## src/rtl/pcp_pkg.sv

```systemverilog
package pcp_pkg;
  localparam int CTRL_W_DEF = 12;
  localparam int STEP_DEF   = 4;
  localparam int SYNC_DEF   = 2;
  localparam int N_IN       = 2;
  localparam int IDX_REF    = 0;
  localparam int IDX_FB     = 1;
endpackage

```

## src/rtl/pcp_edge_sync.sv

```systemverilog
module pcp_edge_sync #(
  parameter int STAGES = 2
) (
  input  logic clk_i,
  input  logic rst_ni,
  input  logic sig_i,
  output logic rise_o
);
  // chain[STAGES-1] is the synchronised level; chain[STAGES] is one cycle older.
  logic [STAGES:0] chain_q;

  always_ff @(posedge clk_i or negedge rst_ni) begin
    if (!rst_ni) chain_q <= '0;
    else         chain_q <= {chain_q[STAGES-1:0], sig_i};
  end

  assign rise_o = chain_q[STAGES-1] & ~chain_q[STAGES];

  // only a rising edge makes a pulse, and it lasts one cycle.
  a_r11_single_pulse: assert property (@(posedge clk_i) disable iff (!rst_ni)
    rise_o |=> !rise_o);
endmodule

```

## src/rtl/pcp_flag_core.sv

```systemverilog
module pcp_flag_core (
  input  logic clk_i,
  input  logic rst_ni,
  input  logic ref_rise_i,
  input  logic fb_rise_i,
  output logic up_o,
  output logic dn_o,
  output logic up_no,
  output logic dn_no
);
  logic up_q, dn_q, up_n_q, dn_n_q;
  logic up_d, dn_d;

  always_comb begin
    if (up_q && dn_q) begin
      up_d = 1'b0;
      dn_d = 1'b0;
    end else begin
      up_d = up_q | ref_rise_i;
      dn_d = dn_q | fb_rise_i;
    end
  end

  // The inverted pair comes from separate flops, so it carries no inverter delay.
  always_ff @(posedge clk_i or negedge rst_ni) begin
    if (!rst_ni) begin
      up_q   <= 1'b0;
      dn_q   <= 1'b0;
      up_n_q <= 1'b1;
      dn_n_q <= 1'b1;
    end else begin
      up_q   <= up_d;
      dn_q   <= dn_d;
      up_n_q <= ~up_d;
      dn_n_q <= ~dn_d;
    end
  end

  assign up_o  = up_q;
  assign dn_o  = dn_q;
  assign up_no = up_n_q;
  assign dn_no = dn_n_q;

  // an overlap of both flags lasts a single cycle.
  a_r5_overlap_clears: assert property (@(posedge clk_i) disable iff (!rst_ni)
    (up_q && dn_q) |=> (!up_q && !dn_q));
  // each inverted output stays opposite to its true output.
  a_r6_complement: assert property (@(posedge clk_i) disable iff (!rst_ni)
    (up_q ^ up_n_q) && (dn_q ^ dn_n_q));
  // up rises only when a reference edge is present.
  a_r2_up_cause: assert property (@(posedge clk_i) disable iff (!rst_ni)
    (!up_q && !ref_rise_i) |=> !up_q);
endmodule

```

## src/rtl/pcp_pump_accum.sv

```systemverilog
module pcp_pump_accum #(
  parameter int W    = 12,
  parameter int STEP = 4
) (
  input  logic                clk_i,
  input  logic                rst_ni,
  input  logic                up_i,
  input  logic                dn_i,
  output logic signed [W-1:0] acc_o
);
  localparam logic signed [W-1:0] MAX_V    = {1'b0, {(W-1){1'b1}}};
  localparam logic signed [W-1:0] MIN_V    = {1'b1, {(W-1){1'b0}}};
  localparam logic signed [W-1:0] STEP_W   = W'(STEP);
  localparam logic signed [W-1:0] HI_GUARD = MAX_V - STEP_W;
  localparam logic signed [W-1:0] LO_GUARD = MIN_V + STEP_W;
  localparam logic signed [W:0]   HI_EXT   = {1'b0, MAX_V};
  localparam logic signed [W:0]   LO_EXT   = {1'b1, MIN_V};
  localparam logic signed [W:0]   STEP_EXT = (W+1)'(STEP);

  logic signed [W-1:0] acc_q, acc_d;
  logic signed [W:0]   ext, sum;

  always_comb begin
    ext = {acc_q[W-1], acc_q};
    unique case ({up_i, dn_i})
      2'b10:   sum = ext + STEP_EXT;
      2'b01:   sum = ext - STEP_EXT;
      default: sum = ext;
    endcase
    if (sum > HI_EXT)      acc_d = MAX_V;
    else if (sum < LO_EXT) acc_d = MIN_V;
    else                   acc_d = sum[W-1:0];
  end

  always_ff @(posedge clk_i or negedge rst_ni) begin
    if (!rst_ni) acc_q <= '0;
    else         acc_q <= acc_d;
  end

  assign acc_o = acc_q;

  a_r7_charge: assert property (@(posedge clk_i) disable iff (!rst_ni)
    (up_i && !dn_i && acc_q <= HI_GUARD) |=> acc_q == $past(acc_q) + STEP_W);
  a_r8_discharge: assert property (@(posedge clk_i) disable iff (!rst_ni)
    (dn_i && !up_i && acc_q >= LO_GUARD) |=> acc_q == $past(acc_q) - STEP_W);
  a_r9_idle_hold: assert property (@(posedge clk_i) disable iff (!rst_ni)
    (!up_i && !dn_i) |=> $stable(acc_q));
  a_r10_overlap_hold: assert property (@(posedge clk_i) disable iff (!rst_ni)
    (up_i && dn_i) |=> $stable(acc_q));
  a_r12_no_overflow: assert property (@(posedge clk_i) disable iff (!rst_ni)
    (acc_q == MAX_V && up_i) |=> acc_q == MAX_V);
  a_r12_no_underflow: assert property (@(posedge clk_i) disable iff (!rst_ni)
    (acc_q == MIN_V && dn_i) |=> acc_q == MIN_V);
endmodule

```

## src/rtl/phase_cmp_pump.sv

```systemverilog
module phase_cmp_pump
  import pcp_pkg::*;
#(
  parameter int CTRL_W = CTRL_W_DEF,
  parameter int STEP   = STEP_DEF,
  parameter int SYNC_N = SYNC_DEF
) (
  input  logic                     clk_i,
  input  logic                     rst_ni,
  input  logic                     ref_i,
  input  logic                     fb_i,
  output logic                     up_o,
  output logic                     dn_o,
  output logic                     up_no,
  output logic                     dn_no,
  output logic signed [CTRL_W-1:0] ctrl_o
);
  logic [N_IN-1:0] raw, rise;
  logic            up_w, dn_w;

  assign raw[IDX_REF] = ref_i;
  assign raw[IDX_FB]  = fb_i;

  for (genvar g = 0; g < N_IN; g++) begin : g_sync
    pcp_edge_sync #(.STAGES(SYNC_N)) u_sync (
      .clk_i (clk_i),
      .rst_ni(rst_ni),
      .sig_i (raw[g]),
      .rise_o(rise[g])
    );
  end

  pcp_flag_core u_flags (
    .clk_i     (clk_i),
    .rst_ni    (rst_ni),
    .ref_rise_i(rise[IDX_REF]),
    .fb_rise_i (rise[IDX_FB]),
    .up_o      (up_w),
    .dn_o      (dn_w),
    .up_no     (up_no),
    .dn_no     (dn_no)
  );

  pcp_pump_accum #(.W(CTRL_W), .STEP(STEP)) u_pump (
    .clk_i (clk_i),
    .rst_ni(rst_ni),
    .up_i  (up_w),
    .dn_i  (dn_w),
    .acc_o (ctrl_o)
  );

  assign up_o = up_w;
  assign dn_o = dn_w;
endmodule

```

## config.mk

```make
export PLATFORM = sky130hd
export DESIGN_NAME = phase_cmp_pump
export DESIGN_NICKNAME = d
export VERILOG_FILES = /design/src/rtl/pcp_pkg.sv /design/src/rtl/pcp_edge_sync.sv /design/src/rtl/pcp_flag_core.sv /design/src/rtl/pcp_pump_accum.sv /design/src/rtl/phase_cmp_pump.sv
export SDC_FILE = /design/constraint.sdc
export NUM_CORES = 1
export LEC_CHECK = 0
export BUFFER_PORTS_ARGS = -buffer_cell sky130_fd_sc_hd__buf_2
export CORE_UTILIZATION = 35
export CTS_BUF_LIST = sky130_fd_sc_hd__clkbuf_8
export DETAILED_ROUTE_END_ITERATION = 10
export SETUP_SLACK_MARGIN = 0.05
export SLEW_MARGIN = 0
export SYNTH_ARGS = -nofsm -noshare
export SYNTH_HDL_FRONTEND = slang
export SYNTH_SLANG_ARGS = --single-unit
```

## constraint.sdc

```tcl
create_clock -name clk_i -period 3.83 [get_ports clk_i]
set_clock_uncertainty 0.15 [all_clocks]
set_input_delay 0 -clock clk_i [delete_from_list [all_inputs] [get_ports clk_i]]
set_output_delay 0 -clock clk_i [all_outputs]
set_load 0.01 [all_outputs]
```

==> flow_metrics.tcl <==
set metrics [dict create \
    cts_setup_buffers 0 \
    numCtsBuffers 3 \
    vdd_drop_max_mv 0.575 \
    fillers 420 \
    rr_endpoint "u_pump.acc_o[9]$_DFF_PN0_" \
    powerDensity_nw_per_um2 932 \
    ios 20 \
    start_kind "flop" \
    antenna_found_initial 0 \
    r2r_start "u_flags.up_o$_DFF_PN0_" \
    clk_pin_slew_ps 70 \
    ys_seq_elements 21 \
    period_share 0.818 \
    crit_path_top_delay_cell "mux2i_2" \
    synthDistinctLibCells 53 \
    drt-initial-drc-count 38 \
    diodes 0 \
    worstPathMaxFanout 11 \
    htreeDepth 1 \
    cp_slowest_stage_delay_ps 510 \
    via_per_inst 5.71 \
    rows 23 \
    grt_max_degree 33 \
    multi_input_area_um2 880 \
    place_ws_ps 757 \
    worst_pin_slew_ps 799 \
    path_class "reg -> reg" \
    grt_overflow 0 \
    fmaxAchievable_mhz 319 \
    synth_largest_area_cell "dfrtp_1" \
    drv_cap 0 \
    hold_viol 0 \
    root_buffer "clkbuf_8" \
    drt-total-wl_mm 3.37 \
    ys.flop_type "dfrtp_1" \
    grt_pass1_wl_mm 5.69 \
    crit_path_end_kind "flop" \
    gp_congestion 0.836 \
    setup_viol 0 \
    syn_avg_cell_area_um2 8.98 \
    core_um2 4090 \
    reg2regPathDepth 10 \
    synthTopCellsByArea "dfrtp_1 31%, a21oi_1 4.6%, dfstp_2 3.5%, a31oi_1 2.9%, nor2_1 2.7%" \
    seq_area_frac_synth 0.348 \
    worst_slack_ps 698 \
    worst-path-buf-inv 1 \
    syn_nets 176 \
    async_flop_share 1.00 \
    critPathTopFamily "compound AO/OA/AOI/OAI gates" \
    vias 1320 \
    drive_gt1_frac 0.221 \
    seqCellArea_um2 528 \
    cts_tree "built" \
    fin_tns_setup_ps 0 \
    reg2reg_slack_ps 700 \
    layout_common_cells "19 x dfrtp_1, 19 x buf_2, 14 x a21oi_1" \
    wl_per_cell_um 14.6 \
    path_cells "inv_1 > ha_1 > xor2_1 > ha_1 > nor4bb_1 > a31oi_1 > a31o_2 > a311oi_1 > mux2i_2 > a31oi_1" \
    syn_to_final_growth_pct 10.6 \
    ctsLongestPathBuffers 2 \
    clkLatencyLatePin_ps 250 \
    fp.dieW_um 67.9 \
    grt_pass1_vias 1298 \
    nets 189 \
    syn_area_um2 1520 \
    rsz0062_at_grt "no" \
    finalMaxSlewViolations 0 \
    yosysTopAreaCellShare 0.313 \
    p_leak_nw 0.666 \
    drt_first_pass_iters 4 \
    synth-edff-count 0 \
    min_period_ps 3130 \
    die_area_um2 4600 \
    maxSlewHeadroom 0.467 \
    hpwlAfterDp_mm 2.45 \
    start_util 0.371 \
    required_ps 3770 \
    netlist_instances 169 \
    numClockSinks 21 \
    yosysWarnings 0 \
    status "complete, no violations" \
    drcViolationCount 0 \
    postRouteAntennaNets 0 \
    cp.arrival_ps 3070 \
    io_buffers 19 \
    hold_path_class "in -> async" \
    grt_use_total 0.163 \
    fp.dieH_um 67.9 \
]
-- layer usage --
layer | track usage | vias to the layer above | wire (µm)
li1 | - | 645 | -
met1 | 0.198 | 647 | 1540
met2 | 0.286 | 22 | 1720
met3 | 0.0200 | 6 | 81
met4 | 0.0729 | 0 | 36
met5 | 0 | - | 0
-- kinds of logic (layout without fill, tap and decap cells) --
family	Yosys count	in the layout	share of synthesized area
AOI/OAI and AO/OA	53	53	0.247
DFF	21	21	0.348
buffers and inverters	23	35	0.0725
muxes	7	7	0.0511
xor gates and xnor gates	8	8	0.0462
adders and majority gates	3	3	0.0247
and+or+nand+nor	54	54	0.210
-- cell type report --
cell class / count / share of cell area
multi-input cells: 125 / 0.524
well taps: 50 / 0.0373
repair buffers: 23 / 0.0790
flip-flops and latches: 21 / 0.315
inverters: 8 / 0.0179
clock inverters: 1 / 0.00224
clock buffers: 3 / 0.0246
-- sequential cells by signal, summed over array words and instances (netlist names) --
| name | flops |
|---|---|
| u_pump.acc_o | 11 |
| g_sync.u_sync.chain_q | 6 |
| u_flags.dn_no | 1 |
| u_flags.dn_o | 1 |
| u_flags.up_no | 1 |
| u_flags.up_o | 1 |
-- power breakdown --
part / internal [W] / switching, W / total (W)
logic: 0.000406 / 0.000575 / 0.000981
registers: 0.000308 / 0.000139 / 0.000447
clock network: 0.0000712 / 0.0000636 / 0.000135
-- worst max path at each step --
stage,cells after the start,to,from
floorplan,14,u_pump.acc_o[10]$_DFF_PN0_,u_flags.up_o$_DFF_PN0_
global placement,10,u_pump.acc_o[7]$_DFF_PN0_,u_flags.up_o$_DFF_PN0_
detailed placement,10,u_pump.acc_o[9]$_DFF_PN0_,u_flags.up_o$_DFF_PN0_
CTS,10,u_pump.acc_o[9]$_DFF_PN0_,u_flags.up_o$_DFF_PN0_
global route,9,u_pump.acc_o[7]$_DFF_PN0_,u_flags.up_o$_DFF_PN0_
finish,10,u_pump.acc_o[9]$_DFF_PN0_,u_flags.up_o$_DFF_PN0_
-- Yosys cell counts (3+ instances only) --
cell	n
nand3_1	3
dfrtp_1	19
nand2_1	8
a21oi_1	14
and2_1	3
o21ai_2	3
mux2i_1	3
o21ai_0	8
clkbuf_1	4
xnor2_1	4
ha_1	3
nor3_1	6
a2111oi_0	3
a31oi_1	7
nor2_1	11
inv_1	8
xor2_1	4
mux2_2	3
nand2b_1	4
buf_2	7
nand4b_1	3
-- per-stage QoR --
step	cells	hold WS, ps	power [W]	cell area, µm²	utilization
3_5_place_dp	224	-184	0.00143	1600	0.392
3_3_place_gp	224	-183	0.00139	1600	0.392
2_1_floorplan	169	-446	0.00122	1520	-
5_1_grt	231	131	0.00171	1680	0.411
6_report	231	65.1	0.00156	1680	0.411
4_1_cts	231	76.7	0.00157	1680	0.411
-- worst register-to-register path, cell delays in order, from the launching register on --
cell and delay (ps):
dfrtp_1 390, inv_1 110, ha_1 410, xor2_1 130, ha_1 230, nor4bb_1 150
a31oi_1 280, a31o_2 290, a311oi_1 120, mux2i_2 510, a31oi_1 190
-- timing repair --
action                                 CTS  global route
endpoints found under the hold margin   23             0
gates resized for setup                  0             0
hold buffers                             3             0
No activity file was read; power rests on OpenSTA's default activity.
